[src/rtl/sid_pkg.sv]
package sid_pkg;
  localparam int unsigned SID_DATA_BITS  = 8;
  localparam int unsigned SID_FRAME_BITS = SID_DATA_BITS + 2;

  typedef enum logic [1:0] {
    SID_IDLE  = 2'd0,
    SID_ARMED = 2'd1,
    SID_SEND  = 2'd2
  } sid_state_e;
endpackage

[src/rtl/sid_msg_ring.sv]
module sid_msg_ring
  import sid_pkg::*;
#(
  parameter int unsigned              MSG_CHARS = 4,
  parameter logic [8*MSG_CHARS-1:0]   MSG_TEXT  = "ID26"
) (
  input  logic clk,
  input  logic rst_ni,
  input  logic shift_en,
  output logic line_bit
);
  localparam int unsigned RING_LEN = MSG_CHARS * SID_FRAME_BITS;

  logic [RING_LEN-1:0] pattern;
  logic [RING_LEN-1:0] ring_q;
  logic [RING_LEN-1:0] ring_d;

  // Framed bit stream: index 0 leaves first.
  for (genvar c = 0; c < MSG_CHARS; c++) begin : g_frame
    localparam int unsigned BASE = c * SID_FRAME_BITS;
    assign pattern[BASE] = 1'b0;
    assign pattern[BASE+1 +: SID_DATA_BITS] =
      MSG_TEXT[SID_DATA_BITS*(MSG_CHARS-1-c) +: SID_DATA_BITS];
    assign pattern[BASE+SID_FRAME_BITS-1] = 1'b1;
  end

  always_comb begin
    ring_d = ring_q;
    if (shift_en) ring_d = {ring_q[0], ring_q[RING_LEN-1:1]};
  end

  always_ff @(posedge clk or negedge rst_ni) begin
    if (!rst_ni) ring_q <= pattern;
    else         ring_q <= ring_d;
  end

  assign line_bit = ring_q[0];
endmodule

[src/rtl/sid_end_ring.sv]
module sid_end_ring #(
  parameter int unsigned RING_LEN = 40
) (
  input  logic clk,
  input  logic rst_ni,
  input  logic shift_en,
  output logic last_bit
);
  logic [RING_LEN-1:0] mark_q;
  logic [RING_LEN-1:0] mark_d;

  always_comb begin
    mark_d = mark_q;
    if (shift_en) mark_d = {mark_q[0], mark_q[RING_LEN-1:1]};
  end

  always_ff @(posedge clk or negedge rst_ni) begin
    if (!rst_ni) mark_q <= {1'b1, {(RING_LEN-1){1'b0}}};
    else         mark_q <= mark_d;
  end

  assign last_bit = mark_q[0];

  AST_END_MARK_SINGLE: assert property (@(posedge clk) disable iff (!rst_ni)
    $countones(mark_q) == 1);
endmodule

[src/rtl/sid_launch_ctrl.sv]
module sid_launch_ctrl
  import sid_pkg::*;
(
  input  logic clk,
  input  logic rst_ni,
  input  logic baud_tick,
  input  logic start_req,
  input  logic last_bit,
  output logic sending,
  output logic shift_en,
  output logic busy,
  output logic done
);
  sid_state_e state_q, state_d;
  logic       done_q, done_d;
  logic       finish;

  assign finish = (state_q == SID_SEND) && baud_tick && last_bit;

  always_comb begin
    state_d = state_q;
    unique case (state_q)
      SID_IDLE:  if (start_req) state_d = SID_ARMED;
      SID_ARMED: if (baud_tick) state_d = SID_SEND;
      SID_SEND:  if (finish)    state_d = SID_IDLE;
      default:                  state_d = SID_IDLE;
    endcase
    done_d = finish;
  end

  always_ff @(posedge clk or negedge rst_ni) begin
    if (!rst_ni) begin
      state_q <= SID_IDLE;
      done_q  <= 1'b0;
    end else begin
      state_q <= state_d;
      done_q  <= done_d;
    end
  end

  assign sending  = (state_q == SID_SEND);
  assign shift_en = sending && baud_tick;
  assign busy     = (state_q != SID_IDLE);
  assign done     = done_q;

  AST_SEND_STARTS_ON_TICK: assert property (@(posedge clk) disable iff (!rst_ni)
    $rose(sending) |-> $past(baud_tick));
  AST_DONE_SINGLE_CYCLE: assert property (@(posedge clk) disable iff (!rst_ni)
    done |=> !done);
  AST_BUSY_FALL_WITH_DONE: assert property (@(posedge clk) disable iff (!rst_ni)
    $fell(busy) |-> done);
  AST_REQ_WHILE_SENDING: assert property (@(posedge clk) disable iff (!rst_ni)
    (sending && start_req && !(baud_tick && last_bit)) |=> sending);
endmodule

[src/rtl/serial_id_injector.sv]
module serial_id_injector
  import sid_pkg::*;
#(
  parameter int unsigned            MSG_CHARS = 4,
  parameter logic [8*MSG_CHARS-1:0] MSG_TEXT  = "ID26",
  parameter bit                     AUTO_SEND = 1'b1
) (
  input  logic clk,
  input  logic rst_n,
  input  logic baud_tick,
  input  logic cmd_send,
  input  logic uart_txd,
  output logic serial_out,
  output logic busy,
  output logic done
);
  localparam int unsigned RING_LEN = MSG_CHARS * SID_FRAME_BITS;

  logic [1:0] rst_sync_q;
  logic       rst_ni;
  logic       booted_q;
  logic       start_req;
  logic       sending;
  logic       shift_en;
  logic       last_bit;
  logic       id_bit;

  // Reset: asserted at once, released after two clock edges.
  always_ff @(posedge clk or negedge rst_n) begin
    if (!rst_n) rst_sync_q <= 2'b00;
    else        rst_sync_q <= {rst_sync_q[0], 1'b1};
  end
  assign rst_ni = rst_sync_q[1];

  always_ff @(posedge clk or negedge rst_ni) begin
    if (!rst_ni) booted_q <= 1'b0;
    else         booted_q <= 1'b1;
  end

  assign start_req = cmd_send | (AUTO_SEND & ~booted_q);

  sid_launch_ctrl u_ctrl (
    .clk       (clk),
    .rst_ni    (rst_ni),
    .baud_tick (baud_tick),
    .start_req (start_req),
    .last_bit  (last_bit),
    .sending   (sending),
    .shift_en  (shift_en),
    .busy      (busy),
    .done      (done)
  );

  sid_msg_ring #(
    .MSG_CHARS (MSG_CHARS),
    .MSG_TEXT  (MSG_TEXT)
  ) u_msg (
    .clk      (clk),
    .rst_ni   (rst_ni),
    .shift_en (shift_en),
    .line_bit (id_bit)
  );

  sid_end_ring #(
    .RING_LEN (RING_LEN)
  ) u_end (
    .clk      (clk),
    .rst_ni   (rst_ni),
    .shift_en (shift_en),
    .last_bit (last_bit)
  );

  assign serial_out = sending ? id_bit : uart_txd;

  AST_IDLE_PASSTHROUGH: assert property (@(posedge clk) disable iff (!rst_ni)
    !busy |-> (serial_out == uart_txd));
  AST_OPENS_WITH_START_BIT: assert property (@(posedge clk) disable iff (!rst_ni)
    $rose(sending) |-> (serial_out == 1'b0));
  AST_LAST_BIT_IS_STOP: assert property (@(posedge clk) disable iff (!rst_ni)
    (sending && last_bit) |-> (serial_out == 1'b1));
endmodule

[config.mk]
export PLATFORM = sky130hd
export DESIGN_NAME = serial_id_injector
export DESIGN_NICKNAME = d
export VERILOG_FILES = /design/src/rtl/sid_pkg.sv /design/src/rtl/sid_msg_ring.sv /design/src/rtl/sid_end_ring.sv /design/src/rtl/sid_launch_ctrl.sv /design/src/rtl/serial_id_injector.sv
export SDC_FILE = /design/constraint.sdc
export NUM_CORES = 1
export LEC_CHECK = 0
export BUFFER_PORTS_ARGS = -buffer_cell sky130_fd_sc_hd__clkbuf_2
export CAP_MARGIN = 20
export CORE_UTILIZATION = 60
export CTS_BUF_LIST = sky130_fd_sc_hd__clkbuf_8 sky130_fd_sc_hd__clkbuf_16
export DETAILED_ROUTE_END_ITERATION = 16
export PLACE_DENSITY = 0.8
export SYNTH_ARGS = -nofsm -noshare
export SYNTH_HDL_FRONTEND = slang
export SYNTH_HIERARCHICAL = 1
export SYNTH_SLANG_ARGS = --single-unit
[constraint.sdc]
create_clock -name clk -period 3.7 [get_ports clk]
set_clock_uncertainty 0.2 [all_clocks]
set_input_delay 0.555 -clock clk [delete_from_list [all_inputs] [get_ports clk]]
set_output_delay 0.555 -clock clk [all_outputs]
set_load 0.02 [all_outputs]
==> impl_metrics.csv <==
group,metric,value,unit
clock_tree,cts.hold.buffers_added,1,
synth,synth.most_common_cell,"mux2_2",
critical_path,cpPeakStageDelay,0.76,ns
final_layout,final_util,0.688,
die,core,0.00517,mm²
detailed_routing,drtIter0Drc,100,
worst_hold_path,hp-class,"register to async pin",
die,die_w,75.7,µm
die,io_pins,8,
synth,syn_inst,187,
timing,fin_crit_sh,0.643,
die,rows,26,
synth,post_synth_num_cell_types,15,
synth,avgSynthCellArea,17.4,µm²
critical_path,rrSetupSlack,1.32,ns
place,placed_cell_area,0.00332,mm²
final_layout,n_antenna_cell,0,
clock_tree,root_buffer,"clkbuf_8",
critical_path,worstPathCellList,"nor2b_4, and2_2, buf_12, mux2_2",
die,chipHeight,75.7,µm
synth,seq_area_frac_synth,0.667,
detailed_routing,ant_nets,0,
synth,synth_top_area_share,0.530,
die,dieArea,0.00573,mm²
synth,synth_edf_count,0,
timing,hold_slack,0.0915,ns
critical_path,r2r_end,"u_msg/ring_q[37]",
synth,synth_area,0.00326,mm²
place,place.gp.congestion,0.659,
global_route,track_usage,0.166,
timing,fmax,420,MHz
detailed_routing,routed_via_density,5.21,
global_route,grt_pass1_vias,1457,
critical_path,worstPathArrival,2.41,ns
detailed_routing,wirelength,4130,µm
timing,worst_pin_slew,0.894,ns
timing,drv_slew,0,
timing,relSlewSlack,0.404,
die,start_util,0.630,
timing,tns,0,ns
clock_tree,ctsResizeCount,0,
timing,min_period,2.38,ns
detailed_routing,drc_errors,0,
critical_path,slowest_stage,"and2_2",
timing,finalHoldViolCount,0,
outcome,status,"finished, final reports clean",
global_route,grt-ovfl-total,0,
pwr,cellPowerDensity,503,mW/mm²
pwr,irDropWorstVdd,0.000270,V
critical_path,critPathKind,"register to register",
critical_path,start_kind,"register",
final_layout,drive_gt1_frac,0.609,
synth,synth_seq_cells,86,
synth,synth_warnings,6,
detailed_routing,avgRoutedWirePerCell,14.9,µm
critical_path,endpoint_kind,"register",
synth,synth_top_flop_cell,"dfrtp_1",
clock_tree,clock_latency,0.34,ns
critical_path,worstPathRequired,3.73,ns
place,dpl.hpwl,2460,µm
critical_path,r2r_cells,4,
run,cap_violations,0,
clock_tree,clk_pin_slew_worst_paths,0.08,ns
timing,setup_violations,0,
clock_tree,post_cts_buffers,0,
synth,ys_top_cells_by_area,"dfrtp_1 (53%), mux2_2 (28%), dfstp_2 (14%), buf_6 (2.8%), nand2b_1 (0.58%)",
global_route,grt_pass1_wl,6750,µm
critical_path,cp_max_fo,41,
clock_tree,cts_max_path_buffers,2,
critical_path,rr_startpoint,"u_ctrl/state_q[0]",
final_layout,final_area,0.00356,mm²
global_route,antenna_found_initial,0,
place,port_buffers,7,
clock_tree,clock_sinks,86,
final_layout,nets,207,
clock_tree,cts_made_buffers,9,
synth,ys_top_cells_by_count,"mux2_2 (80), dfrtp_1 (69), dfstp_2 (17), buf_6 (8), nand2b_1 (3)",
timing,rsz0062_at_grt,"false",
synth,async_reset_ff_frac,1.00,
clock_tree,htree_levels,3,
synth,synth_area_leader_cell,"dfrtp_1",
final_layout,syn_to_final_growth,9.14,%
clock_tree,cts_tree,"done",
pwr,p_leak,1.75,nW
detailed_routing,num_vias,1444,
detailed_routing,drt_first_pass_iters,4,
global_route,grt_max_degree,85,
==> layer usage <==
metal | global-route usage | vias to the layer above | routed length (µm)
li1 | - | 674 | -
met1 | 0.227 | 746 | 1990
met2 | 0.236 | 14 | 1950
met3 | 0.0397 | 10 | 84
met4 | 0.117 | 0 | 113
met5 | 0 | - | 0
==> logic make-up after synthesis <==
kind of cell,Yosys count,synth area share
AO/OA/AOI/OAI,2,0.00422
flip-flops,86,0.667
other,1,0.00115
AND/OR/NAND/NOR,9,0.0192
buffers and inverters,8,0.0276
multiplexers,81,0.281
==> worst max path at each step <==
stage	start	to	slack (ns)
detailed placement	baud_tick	u_msg/ring_q[38]	1.25
CTS	u_ctrl/state_q[0]	u_msg/ring_q[31]	1.31
floorplan	rst_sync_q[1]	booted_q	0.96
global route	u_ctrl/state_q[0]	u_msg/ring_q[6]	1.18
finish	u_ctrl/state_q[0]	u_msg/ring_q[37]	1.32
global placement	baud_tick	u_msg/ring_q[18]	1.36
==> critical path, delay by kind of cell (launching register included) <==
family        cells  cell delay (ns)
flops             1             0.44
buf+inv           1             0.32
mux               1             0.37
simple gates      2             0.93
==> final cells by class <==
cell class                      instances  area, µm²
Tap cell                               70       87.6
Clock buffer                            9        124
Sequential cell                        86       2180
Multi-Input combinational cell         94       1000
Fill cell                             322       1620
Clock inverter                          7       66.3
Timing Repair Buffer                   11        103
==> registers in the layout (all words and copies together), names as in the netlist <==
signal / flops
booted_q: 1
u_ctrl/done: 1
u_msg/ring_q: 40
u_end/mark_q: 40
rst_sync_q: 2
u_ctrl/state_q: 2
==> placed cells by master (no fill, tap or decap), types with 2 or more instances in the layout <==
cell	Yosys	final
mux2_2	80	80
clkbuf_2	0	7
clkinvlp_4	0	3
clkbuf_8	0	9
conb_1	1	2
dlygate4sd3_1	0	2
nand2b_1	3	3
clkinv_2	0	2
dfstp_2	17	17
dfrtp_1	69	68
==> power by group <==
group          total (W)  switching, W  internal, W
sequential      0.000967     0.0000145     0.000952
clock           0.000618      0.000311     0.000307
combinational   0.000206      0.000107    0.0000985
==> per-stage QoR <==
step | cells | setup slack [ns] | total power [W]
detailed placement | 258 | 1.25 | 0.00119
global route | 277 | 1.18 | 0.00187
CTS | 275 | 1.31 | 0.00181
finish | 277 | 1.32 | 0.00179
global placement | 258 | 1.36 | 0.00118
floorplan | 188 | 0.957 | 0.00118
No activity file was read; power rests on OpenSTA's default activity.
